===== config.mk =====
export PLATFORM = sky130hd
export DESIGN_NAME = mvib_ctrl
export DESIGN_NICKNAME = d
export VERILOG_FILES = /design/src/rtl/mvib_pkg.sv /design/src/rtl/mvib_sync.sv /design/src/rtl/mvib_timebase.sv /design/src/rtl/mvib_core.sv /design/src/rtl/mvib_ctrl.sv
export SDC_FILE = /design/constraint.sdc
export NUM_CORES = 1
export LEC_CHECK = 0
export ABC_CLOCK_PERIOD_IN_PS = 5450
export CORE_UTILIZATION = 55
export DETAILED_ROUTE_END_ITERATION = 7
export GPL_ROUTABILITY_DRIVEN = 0
export PLACE_DENSITY = 0.8
export SYNTH_ARGS = -nofsm -noshare
export SYNTH_HDL_FRONTEND = slang
export SYNTH_SLANG_ARGS = --single-unit

===== constraint.sdc =====
create_clock -name clk_i -period 5.45 [get_ports clk_i]
set_input_delay 0.545 -clock clk_i [delete_from_list [all_inputs] [get_ports clk_i]]
set_output_delay 0.545 -clock clk_i [all_outputs]
set_load 0.02 [all_outputs]

===== src/rtl/mvib_pkg.sv =====
package mvib_pkg;
  typedef enum logic [1:0] {MV_IDLE, MV_FREE, MV_SHOT, MV_HOLD} mv_state_e;

  localparam int NUM_IN      = 6;
  localparam int IX_POS      = 0;
  localparam int IX_NEG      = 1;
  localparam int IX_GATE     = 2;
  localparam int IX_GATEN    = 3;
  localparam int IX_RTG      = 4;
  localparam int IX_EXT      = 5;
  // gate_ni idles high; all others idle low
  localparam logic [NUM_IN-1:0] IN_RST_VAL = 6'b001000;

  localparam int SYNC_STAGES = 2;
  localparam int SHOT_TICKS  = 4;  // one-shot width, two osc periods
  localparam int FIRST_TICKS = 4;  // first astable high phase
  localparam int PHASE_TICKS = 2;  // later astable phases
  localparam int HOLD_TICKS  = 3;  // retrigger tail after release
  localparam int TICK_CW     = $clog2(FIRST_TICKS);
endpackage


===== src/rtl/mvib_sync.sv =====
module mvib_sync #(
  parameter int          W       = 1,
  parameter int          STAGES  = 2,
  parameter logic [W-1:0] RST_VAL = '0
) (
  input  logic         clk_i,
  input  logic         rst_ni,
  input  logic [W-1:0] d_i,
  output logic [W-1:0] q_o
);
  localparam int CHAIN_W = W * STAGES;

  logic [CHAIN_W-1:0] chain_q;

  always_ff @(posedge clk_i or negedge rst_ni) begin
    if (!rst_ni) chain_q <= {STAGES{RST_VAL}};
    else         chain_q <= {chain_q[CHAIN_W-W-1:0], d_i};
  end

  assign q_o = chain_q[CHAIN_W-1 -: W];
endmodule


===== src/rtl/mvib_timebase.sv =====
module mvib_timebase #(
  parameter int CW = 16
) (
  input  logic          clk_i,
  input  logic          rst_ni,
  input  logic          run_i,
  input  logic [CW-1:0] half_i,
  output logic          tick_o
);
  logic [CW-1:0] cnt_q;

  assign tick_o = run_i && (cnt_q == half_i);

  always_ff @(posedge clk_i or negedge rst_ni) begin
    if (!rst_ni)     cnt_q <= '0;
    else if (!run_i) cnt_q <= '0;
    else if (tick_o) cnt_q <= '0;
    else             cnt_q <= cnt_q + 1'b1;
  end
endmodule


===== src/rtl/mvib_core.sv =====
module mvib_core
  import mvib_pkg::*;
#(
  parameter int TCW = TICK_CW
) (
  input  logic              clk_i,
  input  logic              rst_ni,
  input  logic [NUM_IN-1:0] lvl_i,
  input  logic              tick_i,
  output logic              run_o,
  output mv_state_e         st_o,
  output logic              q_o,
  output logic              osc_o
);
  localparam logic [TCW-1:0] LAST_SHOT  = TCW'(SHOT_TICKS - 1);
  localparam logic [TCW-1:0] LAST_FIRST = TCW'(FIRST_TICKS - 1);
  localparam logic [TCW-1:0] LAST_PHASE = TCW'(PHASE_TICKS - 1);
  localparam logic [TCW-1:0] LAST_HOLD  = TCW'(HOLD_TICKS - 1);

  mv_state_e      st_q;
  logic           q_q, osc_q, first_q;
  logic [TCW-1:0] tcnt_q;
  logic [2:0]     prev_q;  // {retrig, neg, pos}

  logic pos_s, neg_s, rtg_s, ext_s, gate_on;
  logic pos_rise, neg_fall, rtg_rise;
  logic ev_shot, ev_rtg, phase_end;

  assign pos_s   = lvl_i[IX_POS];
  assign neg_s   = lvl_i[IX_NEG];
  assign rtg_s   = lvl_i[IX_RTG];
  assign ext_s   = lvl_i[IX_EXT];
  assign gate_on = lvl_i[IX_GATE] | ~lvl_i[IX_GATEN];

  assign pos_rise = pos_s & ~prev_q[0];
  assign neg_fall = ~neg_s & prev_q[1];
  assign rtg_rise = rtg_s & ~prev_q[2];

  assign ev_rtg  = rtg_rise & pos_rise;
  assign ev_shot = (pos_rise & ~neg_s) | (neg_fall & pos_s);

  assign phase_end = first_q ? (tcnt_q == LAST_FIRST) : (tcnt_q == LAST_PHASE);

  // retrigger pulse holds its countdown while retrig is high
  assign run_o = (st_q == MV_FREE) || (st_q == MV_SHOT) ||
                 ((st_q == MV_HOLD) && !rtg_s);

  always_ff @(posedge clk_i or negedge rst_ni) begin
    if (!rst_ni) prev_q <= 3'b000;
    else         prev_q <= {rtg_s, neg_s, pos_s};
  end

  always_ff @(posedge clk_i or negedge rst_ni) begin
    if (!rst_ni) begin
      st_q    <= MV_IDLE;
      q_q     <= 1'b0;
      osc_q   <= 1'b0;
      tcnt_q  <= '0;
      first_q <= 1'b1;
    end else if (ext_s) begin
      st_q    <= MV_IDLE;
      q_q     <= 1'b0;
      osc_q   <= 1'b0;
      tcnt_q  <= '0;
      first_q <= 1'b1;
    end else begin
      unique case (st_q)
        MV_IDLE: begin
          tcnt_q  <= '0;
          osc_q   <= 1'b0;
          first_q <= 1'b1;
          if (gate_on) begin
            st_q <= MV_FREE;
            q_q  <= 1'b1;
          end else if (ev_rtg) begin
            st_q <= MV_HOLD;
            q_q  <= 1'b1;
          end else if (ev_shot) begin
            st_q <= MV_SHOT;
            q_q  <= 1'b1;
          end
        end
        MV_FREE: begin
          if (!gate_on) begin
            st_q  <= MV_IDLE;
            q_q   <= 1'b0;
            osc_q <= 1'b0;
          end else if (tick_i) begin
            osc_q <= ~osc_q;
            if (phase_end) begin
              q_q     <= ~q_q;
              tcnt_q  <= '0;
              first_q <= 1'b0;
            end else begin
              tcnt_q <= tcnt_q + 1'b1;
            end
          end
        end
        MV_SHOT: begin
          if (tick_i) begin
            if (tcnt_q == LAST_SHOT) begin
              st_q  <= MV_IDLE;
              q_q   <= 1'b0;
              osc_q <= 1'b0;
            end else begin
              osc_q  <= ~osc_q;
              tcnt_q <= tcnt_q + 1'b1;
            end
          end
        end
        MV_HOLD: begin
          if (ev_rtg) begin
            tcnt_q <= '0;
            osc_q  <= 1'b0;
          end else if (tick_i) begin
            if (tcnt_q == LAST_HOLD) begin
              st_q  <= MV_IDLE;
              q_q   <= 1'b0;
              osc_q <= 1'b0;
            end else begin
              osc_q  <= ~osc_q;
              tcnt_q <= tcnt_q + 1'b1;
            end
          end
        end
        default: st_q <= MV_IDLE;
      endcase
    end
  end

  assign st_o  = st_q;
  assign q_o   = q_q;
  assign osc_o = osc_q;
endmodule


===== src/rtl/mvib_ctrl.sv =====
module mvib_ctrl
  import mvib_pkg::*;
#(
  parameter int HALF_W = 16
) (
  input  logic              clk_i,
  input  logic              rst_ni,
  input  logic [HALF_W-1:0] half_i,
  input  logic              trig_pos_i,
  input  logic              trig_neg_i,
  input  logic              gate_i,
  input  logic              gate_ni,
  input  logic              retrig_i,
  input  logic              ext_rst_i,
  output logic              q_o,
  output logic              qn_o,
  output logic              osc_o
);
  logic [NUM_IN-1:0] raw_in, lvl;
  logic              tb_run, tb_tick;
  mv_state_e         core_st;
  logic              core_q, core_osc;

  assign raw_in = {ext_rst_i, retrig_i, gate_ni, gate_i, trig_neg_i, trig_pos_i};

  mvib_sync #(
    .W      (NUM_IN),
    .STAGES (SYNC_STAGES),
    .RST_VAL(IN_RST_VAL)
  ) u_sync (
    .clk_i (clk_i),
    .rst_ni(rst_ni),
    .d_i   (raw_in),
    .q_o   (lvl)
  );

  mvib_timebase #(
    .CW(HALF_W)
  ) u_timebase (
    .clk_i (clk_i),
    .rst_ni(rst_ni),
    .run_i (tb_run),
    .half_i(half_i),
    .tick_o(tb_tick)
  );

  mvib_core u_core (
    .clk_i (clk_i),
    .rst_ni(rst_ni),
    .lvl_i (lvl),
    .tick_i(tb_tick),
    .run_o (tb_run),
    .st_o  (core_st),
    .q_o   (core_q),
    .osc_o (core_osc)
  );

  // raw reset blanks outputs before the synchronised path clears state
  assign q_o   = core_q & ~ext_rst_i;
  assign qn_o  = ~q_o;
  assign osc_o = core_osc & ~ext_rst_i;
endmodule


=== Yosys cells after proc, flatten, opt, wreduce, memory -nomap -nowiden ===
Cells that the tools add are included.

* Add/sub/neg operators: 2
* Equal/unequal tests: 22
* Mux-type cells: 51
* Bitwise gates (word level): 18
* Reduce and logical (&&, ||, !) cells: 12

{| class="wikitable"
|+ Operators by type and width
! cell !! count
|-
| $mux W2 || 19
|-
| $mux W16 || 2
|-
| $mux W1 || 25
|-
| $ne A3 B3 Y1 const B || 7
|-
| $add A16 B1 Y16 const B || 1
|-
| $eq A16 B16 Y1 || 1
|-
| $pmux W2 S4 || 2
|-
| $ne A3 B2 Y1 const B || 3
|-
| $and A1 B1 Y1 || 8
|-
| $eq A2 B2 Y1 const B || 4
|-
| $ne A4 B3 Y1 const B || 2
|-
| $ne A4 B4 Y1 const B || 2
|-
| $not A1 Y1 || 8
|-
| $pmux W1 S4 || 2
|-
| $reduce_and A8 Y1 || 1
|-
| $reduce_and A7 Y1 || 1
|-
| $reduce_and A6 Y1 || 1
|-
| $ne A5 B2 Y1 const B || 1
|-
| $eq A2 B1 Y1 const B || 2
|-
| $reduce_and A4 Y1 || 1
|-
| $reduce_and A3 Y1 || 1
|-
| $reduce_bool A3 Y1 || 1
|-
| $add A2 B1 Y2 const B || 1
|-
| $logic_and A1 B1 Y1 || 2
|-
| 5 further kinds || 7
|}

* Bits in registers: 38
* Input port bits: 24
* Output and inout port bits: 3
* Logic and storage cells: 113

=== Logic depth before layout (Yosys ltp) ===
Gate-level depths: netlist of run 1.

* Word-level depth: 9
* Depth in mapped cells: 9
* Gate-level depth less buffers: 8

=== Hierarchy ===
Synthesis of run 1 repeated with hierarchy kept, for this count alone.

* Cell total of the unflattened synthesis: 195
* Area, all modules: 2133.3 µm²

{| class="wikitable"
|+ By module, submodules not included
! module !! times used !! cells each !! area an instance (µm²) !! seq. area each (µm²)
|-
| mvib_timebase || 1 || 97 || 949.7 || 400.4
|-
| mvib_core || 1 || 77 || 817.0 || 251.5
|-
| mvib_sync || 1 || 18 || 347.8 || 302.8
|-
| mvib_ctrl || 1 || 3 || 18.8 || 0.0
|}

=== Least setup slack after synthesis of run 1 ===
OpenSTA, ideal clock, no wires.

* Kind: register -> register
* Start point: register u_core.st_q[0] (netlist: u_core.st_o[0])
* End point: register u_core.tcnt_q[0]
* Setup time: 128 ps
* Arrival: 1813 ps
* Data required time: 5322 ps
* Setup slack: 3509 ps
* Cell stages (with the launch flop): 9
* Path buffers: 0
* Clock period less this slack: 1941 ps
* Cells stage by stage: dfrtp_1 > inv_1 > ha_1 > inv_1 > a2111oi_4 > nand3_4 > nor2_4 > a221oi_2 > mux2_1

* Cells in the longest elaborated chain, start to end: 6
* Elaborated cells on any way between the ends: 17
* Those cells by class: eq/ne: 9; mux: 2; reduce/logical: 6

{| class="wikitable"
|+ Ends and longest elaborated chain
! item !! line !! source
|-
| start, declared || mvib_core.sv:20 || <nowiki>mv_state_e st_q;</nowiki>
|-
| start signal, assigned || mvib_core.sv:55 || <nowiki>st_q <= MV_IDLE;</nowiki>
|-
| start signal, assigned || mvib_core.sv:61 || <nowiki>st_q <= MV_IDLE;</nowiki>
|-
| start signal, assigned || mvib_core.sv:73 || <nowiki>st_q <= MV_FREE;</nowiki>
|-
| $eq A2 B1 Y1 (tied with other cells) || mvib_core.sv:45, mvib_core.sv:67 ||
|-
| $logic_or A1 B1 Y1 / $logic_and A1 B1 Y1 (equally long branches) || mvib_core.sv:45, mvib_core.sv:46 ||
|-
| $logic_or A1 B1 Y1 || mvib_core.sv:45 || <nowiki>assign run_o = (st_q == MV_FREE) || (st_q == MV_SHOT) ||</nowiki>
|-
| $logic_and A1 B1 Y1 || mvib_timebase.sv:12 || <nowiki>assign tick_o = run_i && (cnt_q == half_i);</nowiki>
|-
| $ne A4 B3 Y1 (no line) / $ne A3 B3 Y1 (equally long branches) || -- ||
|-
| $reduce_and A6 Y1 (no line) || -- ||
|-
| end signal, assigned || mvib_core.sv:95 || <nowiki>tcnt_q <= tcnt_q + 1'b1;</nowiki>
|-
| end signal, assigned || mvib_core.sv:107 || <nowiki>tcnt_q <= tcnt_q + 1'b1;</nowiki>
|-
| end signal, assigned || mvib_core.sv:122 || <nowiki>tcnt_q <= tcnt_q + 1'b1;</nowiki>
|-
| end, declared || mvib_core.sv:22 || <nowiki>logic [TCW-1:0] tcnt_q;</nowiki>
|}

Parallel ways exist; a longest one is shown, timed or not.
A chain may end at the register's enable or synchronous reset.

=== Worst setup path in the final report of run 1 ===
* Start point: input ext_rst_i
* End point: output q_o

* Cells in the longest elaborated chain, start to end: 2

{| class="wikitable"
|+ Ends and longest elaborated chain
! item !! line !! source
|-
| start, declared || mvib_ctrl.sv:14 || <nowiki>input logic ext_rst_i,</nowiki>
|-
| $not A1 Y1 || mvib_ctrl.sv:59 || <nowiki>assign q_o = core_q & ~ext_rst_i;</nowiki>
|-
| $and A1 B1 Y1 || mvib_ctrl.sv:59 ||
|-
| end, declared || mvib_ctrl.sv:15 || <nowiki>output logic q_o,</nowiki>
|}

No other way between the ends.

==> results of run 1 <==
## cells in the final DEF (no fill, tap or decap), types with 2 or more instances in the layout
| master | Yosys | layout |
|---|---|---|
| dfrtp_1 | 35 | 35 |
| clkdlybuf4s50_1 | 0 | 26 |
| xor2_1 | 25 | 25 |
| nor2_1 | 21 | 21 |
| inv_1 | 12 | 12 |
| nand2_1 | 11 | 11 |
| nand3_1 | 9 | 9 |
| ha_1 | 9 | 9 |
| clkbuf_8 | 0 | 6 |
| xnor2_1 | 5 | 5 |
| and3_1 | 5 | 5 |
| nand2b_1 | 4 | 4 |
| o2111ai_1 | 4 | 4 |
| nor2b_1 | 3 | 3 |
| a21oi_1 | 3 | 3 |
| a31oi_1 | 3 | 3 |
| o311ai_1 | 3 | 3 |
| dfstp_2 | 3 | 3 |
| nand2b_2 | 2 | 2 |
| nor3_1 | 2 | 2 |
| nor4_1 | 2 | 2 |
| and4_1 | 2 | 2 |
| mux2i_1 | 2 | 2 |
| o31ai_2 | 2 | 2 |
| o21ai_0 | 2 | 2 |
| mux2_1 | 2 | 2 |
## registers in the layout, summed over array words and instances (netlist names)
| name | cells |
|---|---|
| u_core.first_q | 1 |
| u_core.osc_o | 1 |
| u_timebase.cnt_q | 16 |
| u_core.tcnt_q | 2 |
| u_core.prev_q | 3 |
| u_core.q_o | 1 |
| u_sync.chain_q | 12 |
| u_core.st_o | 2 |
## layout make-up
cell class	count	share of cell area [%]
inverter	12	1.85
tap	46	2.37
multi-input combinational	136	41.7
clock buffer	7	3.55
timing repair buffer	27	11.0
clock inverter	1	0.206
sequential	38	39.3
## metrics by stage
stage	hold slack [ns]	instances	setup WS [ns]	total power, mW	utilization [%]
after floorplan	0.249	189	3.51	0.485	-
after global placement	0.332	259	3.04	0.542	67.9
after detailed placement	0.336	259	2.99	0.553	67.9
after CTS	0.353	267	3.09	0.749	70.6
after global routing	0.359	267	3.04	0.790	70.6
final	0.352	267	3.08	0.749	70.6
## Yosys cell counts, types with 2 or more instances
master	count
ha_1	9
a21oi_1	3
xor2_1	25
nor2_1	21
dfrtp_1	35
o31ai_2	2
nand2b_2	2
clkbuf_1	2
and4_1	2
nor3_1	2
xnor2_1	5
mux2_1	2
and3_1	5
nand2_1	11
nor2b_1	3
nand3_1	9
o2111ai_1	4
dfstp_2	3
nor4_1	2
o311ai_1	3
nand2b_1	4
a31oi_1	3
inv_1	12
o21ai_0	2
mux2i_1	2
## kinds of logic after synthesis
family | count (synthesis) | synth area share (%)
and+or+nand+nor | 67 | 17.8
DFF | 38 | 47.1
xor gates and xnor gates | 30 | 13.0
AOI/OAI and AO/OA | 26 | 11.5
buffers and inverters | 15 | 2.96
adders and majority gates | 9 | 5.55
muxes | 4 | 2.10
## power by group
group / switching, mW / internal [mW]
logic: 0.135 / 0.0889
clock network: 0.0957 / 0.102
registers: 0.0229 / 0.304
total: 0.254 / 0.495
## metal layers
| metal | wire, µm | track usage (%) |
|---|---|---|
| met5 | 0 | 0 |
| met4 | 58 | 9.30 |
| met3 | 144 | 4.38 |
| met2 | 2230 | 42.7 |
| met1 | 1660 | 28.0 |
## worst max-delay path by stage
stage,start,end,slack [ns],depth (start not counted)
final,ext_rst_i,q_o,3.08,4
after CTS,ext_rst_i,q_o,3.09,4
after global routing,ext_rst_i,q_o,3.04,4
after global placement,half_i[4],u_core.first_q,3.04,7
after detailed placement,half_i[4],u_core.st_o[1],2.99,7
after floorplan,u_core.st_o[0],u_core.tcnt_q[0],3.51,8
## worst reg2reg max path, stage by stage, from the launching register on
cell and delay (ns):
dfrtp_1 0.41, ha_1 0.32, nand2b_2 0.12, a2111oi_4 0.42, nand3_4 0.16, o31ai_2 0.41
nand3_1 0.17, o311ai_1 0.12
==> metrics.txt, run 1 <==
clock skew=0.00786 ns; P&R area growth vs syn=19.8%; Initial DRC Count=214; family with the most delay on the worst path=buffers and inverters; vias in the first global route=1565; cells taking the most area after synthesis=dfrtp_1 (43%), xor2_1 (11%), ha_1 (5.6%); Syn Area/Cell=10.7 µm²; layout cells sized above 1=9.95%; PortBufs=26; CP Capture Type=output port; post_cts resized=0; gr ovfl total=0; Worst EP required=4.91 ns; clock latency at the later pin of the worst-skew pair=0.29 ns; PD cells=308 nW/µm²; placed inst area=2340 µm²; initial core utilization=58.9%; Final TNS setup=0 ns; Top FF cell, synth=dfrtp_1; final WL=4090 µm; worst-margin pin slew=0.469 ns; FF+latch area=955 µm²; fin crit share=43.5%; startpoint types=input pin; Clock Pin Slew Worst Setup and Hold Paths=0.07 ns; Post-Syn Nets=222; post-synthesis cell count=189; max_cap viols=0; fill cell count=260; die width=62.7 µm; slowest stage cell, crit path=clkdlybuf4s50_1; Hold Path Depth=0; Hold Vio Cnt, Final=0; IO Count=27; antenna violations before repair=0; DR WL/cell=15.3 µm; R2R Path End=u_core.st_o[1]; fin crit period=2.37 ns; VDD IR max=0.000171 V; Slew Limit Headroom=68.8%; Worst Path Max Fanout=3; flops & latches, synth=38; EDFF count, synth=0; Inserted Clock Buffers=5; area occupied by multi-input gates=1010 µm²; LEAKAGE=1.07 nW; drt pass-1 iters=5; worst path buffer plus inverter count=3; Post-CTS Setup Repair Bufs=0; site row count=21; RSZ-0062 raised after global routing=no; critical path class=input pin to output port; Netlist cell types=41; nets=253; top cell type's share of synthesized area=43.2%; via count=1492; post-synth top area cell=dfrtp_1; CP cell instances=clkdlybuf4s50_1 > nand2b_1 > inv_1 > clkdlybuf4s50_1; outcome=complete, no violations; Critical Path Max Stage Delay=0.59 ns; worst hold endpoint=u_sync.chain_q[10]; Most common cell on crit path=clkdlybuf4s50_1; DR vias/cell=5.59; clk sinks=38; Peak Freq=422 MHz; # setup viols final=0; total track usage=23.8%; FF-to-FF setup slack=3.22 ns; reg2reg path depth=7; Hold Path Origin=u_sync.chain_q[4]; core area=3440 µm²; DRC errors left=0; HPWL Detailed=3100 µm; number of diodes=0; largest net degree at the start of global routing=39; H-tree depth=2; die area=3930 µm²; TritonCTS clock tree=done; Final Cell Area=2430 µm²; crit path DAT=1.82 ns; ANT nets after route=0; Root Driver=clkbuf_8; Syn Std Cell Area=2030 µm²; fraction of registers with async set/reset=100%; wire length of the first global-routing pass=7260 µm; Yosys warnings=0; sequential share of the synthesized area=47.1%; Min-Delay Path Class=register to register; post-cts hold buffer count=0; CTS Buffer Depth=2; Crit Reg-Reg Startpoint=u_core.st_o[1]; Die Y=62.7 µm; max-slew violations=0
(Power assumes the default switching activity.)
==> inputs of run 2 (changes only) <==
Settings changed: ABC_CLOCK_PERIOD_IN_PS 5450 to 2450, CORE_UTILIZATION 55 to 54, PLACE_DENSITY 0.8 to 0.79.
Clock period 5.45 ns to 2.45 ns, I/O delays scaled along.
==> run 2 against run 1 <==
Against the previous run: combinational power grew 120%; core utilization fell by 0.79 points; power is 120% higher; largest cell class unchanged.
==> metrics.txt, run 2 (synthesized netlist as in run 1, its figures left out) <==
fin crit period=2.20 ns; Largest regs=u_timebase.cnt_q x16, u_sync.chain_q x12, u_core.prev_q x3; P&R area growth vs syn=19.4%; Min-Delay Path Class=input pin to async pin; max_cap viols=0 (unchanged); TritonCTS clock tree=done; Clock Pin Slew Worst Setup and Hold Paths=0.08 ns (about the same); clock latency at the later pin of the worst-skew pair=0.29 ns (about the same); LEAKAGE=1.06 nW (-0.55%); Critical Path Max Stage Delay=0.42 ns (-0.17 ns); drt pass-1 iters=5 (unchanged); H-tree depth=2 (unchanged); startpoint types=register; ANT nets after route=0 (unchanged); slowest stage cell, crit path=o31ai_2; clk sinks=38 (unchanged); DR WL/cell=15.4 µm (+0.74%); VDD IR max=0.000464 V (+170%); Post-Place Worst Slack=0.270 ns (-2.72 ns); # setup viols final=0 (unchanged); post-cts hold buffer count=0 (unchanged); antenna violations before repair=0 (unchanged); commonest cells after routing, fill and taps aside=dfrtp_1 (35), xor2_1 (25), clkdlybuf4s50_1 (25); max FFs per register=16 (unchanged); FF-to-FF setup slack=0.25 ns (-2.97 ns); Final TNS setup=0 ns (unchanged); Initial DRC Count=105 (-51%); Die Y=63.3 µm (+0.89%); outcome=complete, no violations; Root Driver=clkbuf_8; die area=4000 µm² (+1.8%); CP Capture Type=register; nets=252 (-0.40%); PD cells=695 nW/µm² (+130%); DR vias/cell=5.69 (+1.9%); Inserted Clock Buffers=5 (unchanged); CP cell instances=ha_1 > nand2b_2 > a2111oi_4 > nand3_4 > o31ai_2 > nand3_1 > o311ai_1; core area=3470 µm² (+0.76%); total track usage=23.6% (-0.22 points); critical path class=register to register; number of diodes=0 (unchanged); vias in the first global route=1572 (+0.45%); wire length of the first global-routing pass=7140 µm (-1.6%); Top reg by flops=u_timebase.cnt_q; die width=63.3 µm (+0.89%); Slew Limit Headroom=45.9% (-23 points); layout cells sized above 1=10.5% (+0.50 points); largest net degree at the start of global routing=39 (unchanged); max-slew violations=0 (unchanged); crit path DAT=2.40 ns (+0.58 ns); Peak Freq=454 MHz; site row count=21 (unchanged); Worst Path Max Fanout=6 (+3); gr ovfl total=0 (unchanged); final worst-path setup slack=0.246 ns (-2.84 ns); fill cell count=269 (+3.5%); HPWL Detailed=2990 µm (-3.7%); RSZ-0062 raised after global routing=no; post_cts resized=0 (unchanged); most common cell after layout, fill and taps aside=dfrtp_1; via count=1514 (+1.5%); initial core utilization=58.5% (-0.45 points); DRC errors left=0 (unchanged); Worst EP required=2.65 ns (-2.26 ns); final WL=4110 µm (+0.37%); Post-CTS Setup Repair Bufs=0 (unchanged); worst-margin pin slew=0.812 ns (+0.344 ns); IO Count=27 (unchanged); PortBufs=26 (unchanged); Hold Vio Cnt, Final=0 (unchanged); fin crit share=90.0%; CTS Buffer Depth=2 (unchanged); clock skew=0.00526 ns (-0.00261 ns)
-- run 2: final timing paths --
check | startpoint | end | depth (start not counted)
setup / recovery | u_core.st_o[1] | u_core.st_o[1] | 7
hold / removal | rst_ni | u_core.st_o[0] | 1
setup reg to reg | u_core.st_o[1] | u_core.st_o[1] | 7
hold reg to reg | u_sync.chain_q[0] | u_sync.chain_q[6] | 0
max in group asynchronous | rst_ni | u_timebase.cnt_q[6] | 1
min in group clk_i | gate_ni | u_sync.chain_q[3] | 1
-- run 2: power breakdown --
group | switching, mW | total, mW | internal (mW) | leakage [nW]
registers | 0.0507 | 0.727 | 0.677 | 0.486
logic | 0.304 | 0.501 | 0.198 | 0.528
clock network | 0.227 | 0.453 | 0.226 | 0.0472
-- run 2: cell type report --
| type | count | area (µm²) | share of cell area, % |
|---|---|---|---|
| Multi-Input combinational cell | 136 | 1010 | 41.9 |
| Sequential cell | 38 | 955 | 39.4 |
| Inverter | 12 | 45.0 | 1.86 |
| Timing Repair Buffer | 26 | 255 | 10.5 |
| Tap cell | 46 | 57.6 | 2.38 |
| Clock inverter | 2 | 12.5 | 0.517 |
| Clock buffer | 6 | 82.6 | 3.41 |
-- run 2: critical path, delay by kind of cell (launching register included) --
kind	cells	cell delay, ns
fa+ha+maj	1	0.32
compound gates	3	0.94
flops	1	0.41
simple gates	3	0.43
-- run 2: stage by stage --
stage | cells | cell area (µm²) | utilization, % | hold WS [ns] | power [mW]
after floorplan | 189 | 2030 | - | -0.0506 | 1.08
after global placement | 258 | 2330 | 67.1 | 0.332 | 1.20
after detailed placement | 258 | 2330 | 67.1 | 0.337 | 1.22
after CTS | 266 | 2420 | 69.8 | 0.0690 | 1.68
after global routing | 266 | 2420 | 69.8 | 0.111 | 1.77
final | 266 | 2420 | 69.8 | 0.0323 | 1.68
-- run 2: layer usage --
layer	GRT usage [%]	vias to the layer above	share of wire, %
met5	0	-	0
met4	8.81	0	2.2
met3	5.07	15	4.4
met2	39.2	43	49
met1	30.0	745	44
li1	-	711	-
==> inputs of run 3 (changes only) <==
Settings changed: PLACE_DENSITY 0.79 to 0.78, SLEW_MARGIN set to 20.
==> run 3 against run 2 <==
Against the previous run: sequential power about the same; combinational power down 3%; die area unchanged; first-iteration DRC count up 38%; critical path type unchanged; highest routed layer unchanged.
==> metrics.txt, run 3 (synthesized netlist as in run 1, its figures left out) <==
LEAKAGE=1.08 nW (+2.0%); startpoint types=register; H-tree depth=2 (unchanged); VDD IR max=0.000513 V (+10%); fin crit share=89.1% (-0.81 points); Peak Freq=458 MHz (+0.91%); largest net degree at the start of global routing=39 (unchanged); ANT nets after route=0 (unchanged); Hold Vio Cnt, Final=0 (unchanged); nets=252 (unchanged); Root Driver=clkbuf_8; DR vias/cell=5.48 (-3.7%); fill cell count=272 (+1.1%); clock latency at the later pin of the worst-skew pair=0.29 ns (about the same); number of diodes=0 (unchanged); Clock Pin Slew Worst Setup and Hold Paths=0.08 ns (about the same); HPWL Detailed=2970 µm (-0.55%); die width=63.3 µm (unchanged); Top reg by flops=u_timebase.cnt_q; Post-CTS Setup Repair Bufs=0 (unchanged); Initial DRC Count=145 (+38%); gr ovfl total=0 (unchanged); reg2reg path depth=7 (unchanged); worst-margin pin slew=0.801 ns (-0.0116 ns); vias in the first global route=1473 (-6.3%); critical path class=register to register; RSZ-0062 raised after global routing=no; CTS Buffer Depth=2 (unchanged); die area=4000 µm² (unchanged); Worst Setup SP=u_core.st_o[0]; initial core utilization=58.5% (unchanged); total track usage=21.8% (-1.7 points); Final Cell Area=2460 µm² (+1.8%); Worst EP required=2.64 ns (about the same); slowest stage cell, crit path=a2111oi_4; Slew Limit Headroom=46.6% (+0.77 points); Die Y=63.3 µm (unchanged); Final TNS setup=0 ns (unchanged); via count=1458 (-3.7%); worst path buffer plus inverter count=0 (unchanged); family with the most delay on the worst path=compound AO/OA/AOI/OAI gates; max FFs per register=16 (unchanged); final WL=3930 µm (-4.3%); max_cap viols=0 (unchanged); fin util=71.0% (+1.2 points); R2R Path End=u_core.st_o[1]; PD cells=751 nW/µm² (+8.2%); TritonCTS clock tree=done; outcome=complete, no violations; DRC errors left=0 (unchanged); commonest cells after routing, fill and taps aside=dfrtp_1 (35), xor2_1 (25), clkdlybuf4s50_1 (25); Crit Reg-Reg Startpoint=u_core.st_o[0]; site row count=21 (unchanged); crit path DAT=2.37 ns (-0.03 ns); FF-to-FF setup slack=0.27 ns (+0.02 ns); layout cells sized above 1=10.5% (unchanged); Worst Path Max Fanout=6 (unchanged); clk sinks=38 (unchanged); Min-Delay Path Class=input pin to async pin; CP Capture Type=register; most common cell after layout, fill and taps aside=dfrtp_1; wire length of the first global-routing pass=6610 µm (-7.4%); antenna violations before repair=0 (unchanged); placed inst area=2330 µm² (unchanged); # setup viols final=0 (unchanged); P&R area growth vs syn=21.5%; max-slew violations=0 (unchanged); drt pass-1 iters=4 (-1); post-cts hold buffer count=0 (unchanged); fin crit period=2.18 ns (-0.0198 ns); clock skew=0.00405 ns (-0.00121 ns); DR WL/cell=14.8 µm (-4.3%); core area=3470 µm² (unchanged); Critical Path Max Stage Delay=0.41 ns (about the same); Largest regs=u_timebase.cnt_q x16, u_sync.chain_q x12, u_core.prev_q x3; IO Count=27 (unchanged); CP cell instances=ha_1 > nand2b_2 > a2111oi_4 > nand3_4 > o31ai_2 > nand3_1 > o311ai_1; post_cts resized=0 (unchanged); PortBufs=26 (unchanged); Inserted Clock Buffers=5 (unchanged)
## run 3: cell count changes in the layout (fill, tap and decap cells not counted)
cell,delta
clkinv_2,-1
clkinv_4,+1
clkbuf_8,-1
clkinvlp_4,-1
bufinv_16,+2
## run 3: final cells by class
| class | instances | area [µm²] | share of cell area (%) |
|---|---|---|---|
| clock buffers | 5 | 68.8 | 2.79 |
| clock inverters | 3 | 68.8 | 2.79 |
| inverters | 12 | 45.0 | 1.83 |
| multi-input cells | 136 | 1010 | 41.1 |
| flip-flops and latches | 38 | 955 | 38.8 |
| well taps | 46 | 57.6 | 2.34 |
| repair buffers | 26 | 255 | 10.4 |
## run 3: per-stage QoR
stage | power (mW) | setup WS (ns) | hold WS, ns | instances
2_1_floorplan | 1.08 | 0.509 | -0.0506 | 189
3_3_place_gp | 1.20 | 0.290 | 0.332 | 258
3_5_place_dp | 1.22 | 0.247 | 0.335 | 258
4_1_cts | 1.86 | 0.280 | 0.0686 | 266
5_1_grt | 1.95 | 0.114 | 0.0935 | 266
6_report | 1.85 | 0.266 | 0.0348 | 266
## run 3: worst max-delay path by stage
stage | endpoint | cells after the start
after floorplan | u_core.tcnt_q[0] | 8
after global routing | u_timebase.cnt_q[9] | 7
final | u_core.st_o[1] | 7
after detailed placement | u_core.tcnt_q[0] | 7
after CTS | u_core.st_o[1] | 7
after global placement | u_core.tcnt_q[0] | 7
## run 3: power by group
group          internal (mW)  leakage [nW]  total [mW]  switching (mW)
Combinational          0.197         0.528       0.484           0.288
Sequential             0.676         0.486       0.725          0.0490
Clock                  0.408        0.0683       0.641           0.233
## run 3: worst reg2reg max path, cell delays in order, from the launching register on
cell       delay, ns
dfrtp_1         0.40
ha_1            0.31
nand2b_2        0.12
a2111oi_4       0.41
nand3_4         0.15
o31ai_2         0.41
nand3_1         0.15
o311ai_1        0.12
## run 3: routing by layer
| layer | wire, µm | global-route usage (%) | vias up |
|---|---|---|---|
| met3 | 177 | 4.35 | 5 |
| met2 | 1970 | 36.6 | 35 |
| met4 | 47 | 8.52 | 0 |
| li1 | - | - | 712 |
| met5 | 0 | 0 | - |
| met1 | 1730 | 27.7 | 706 |
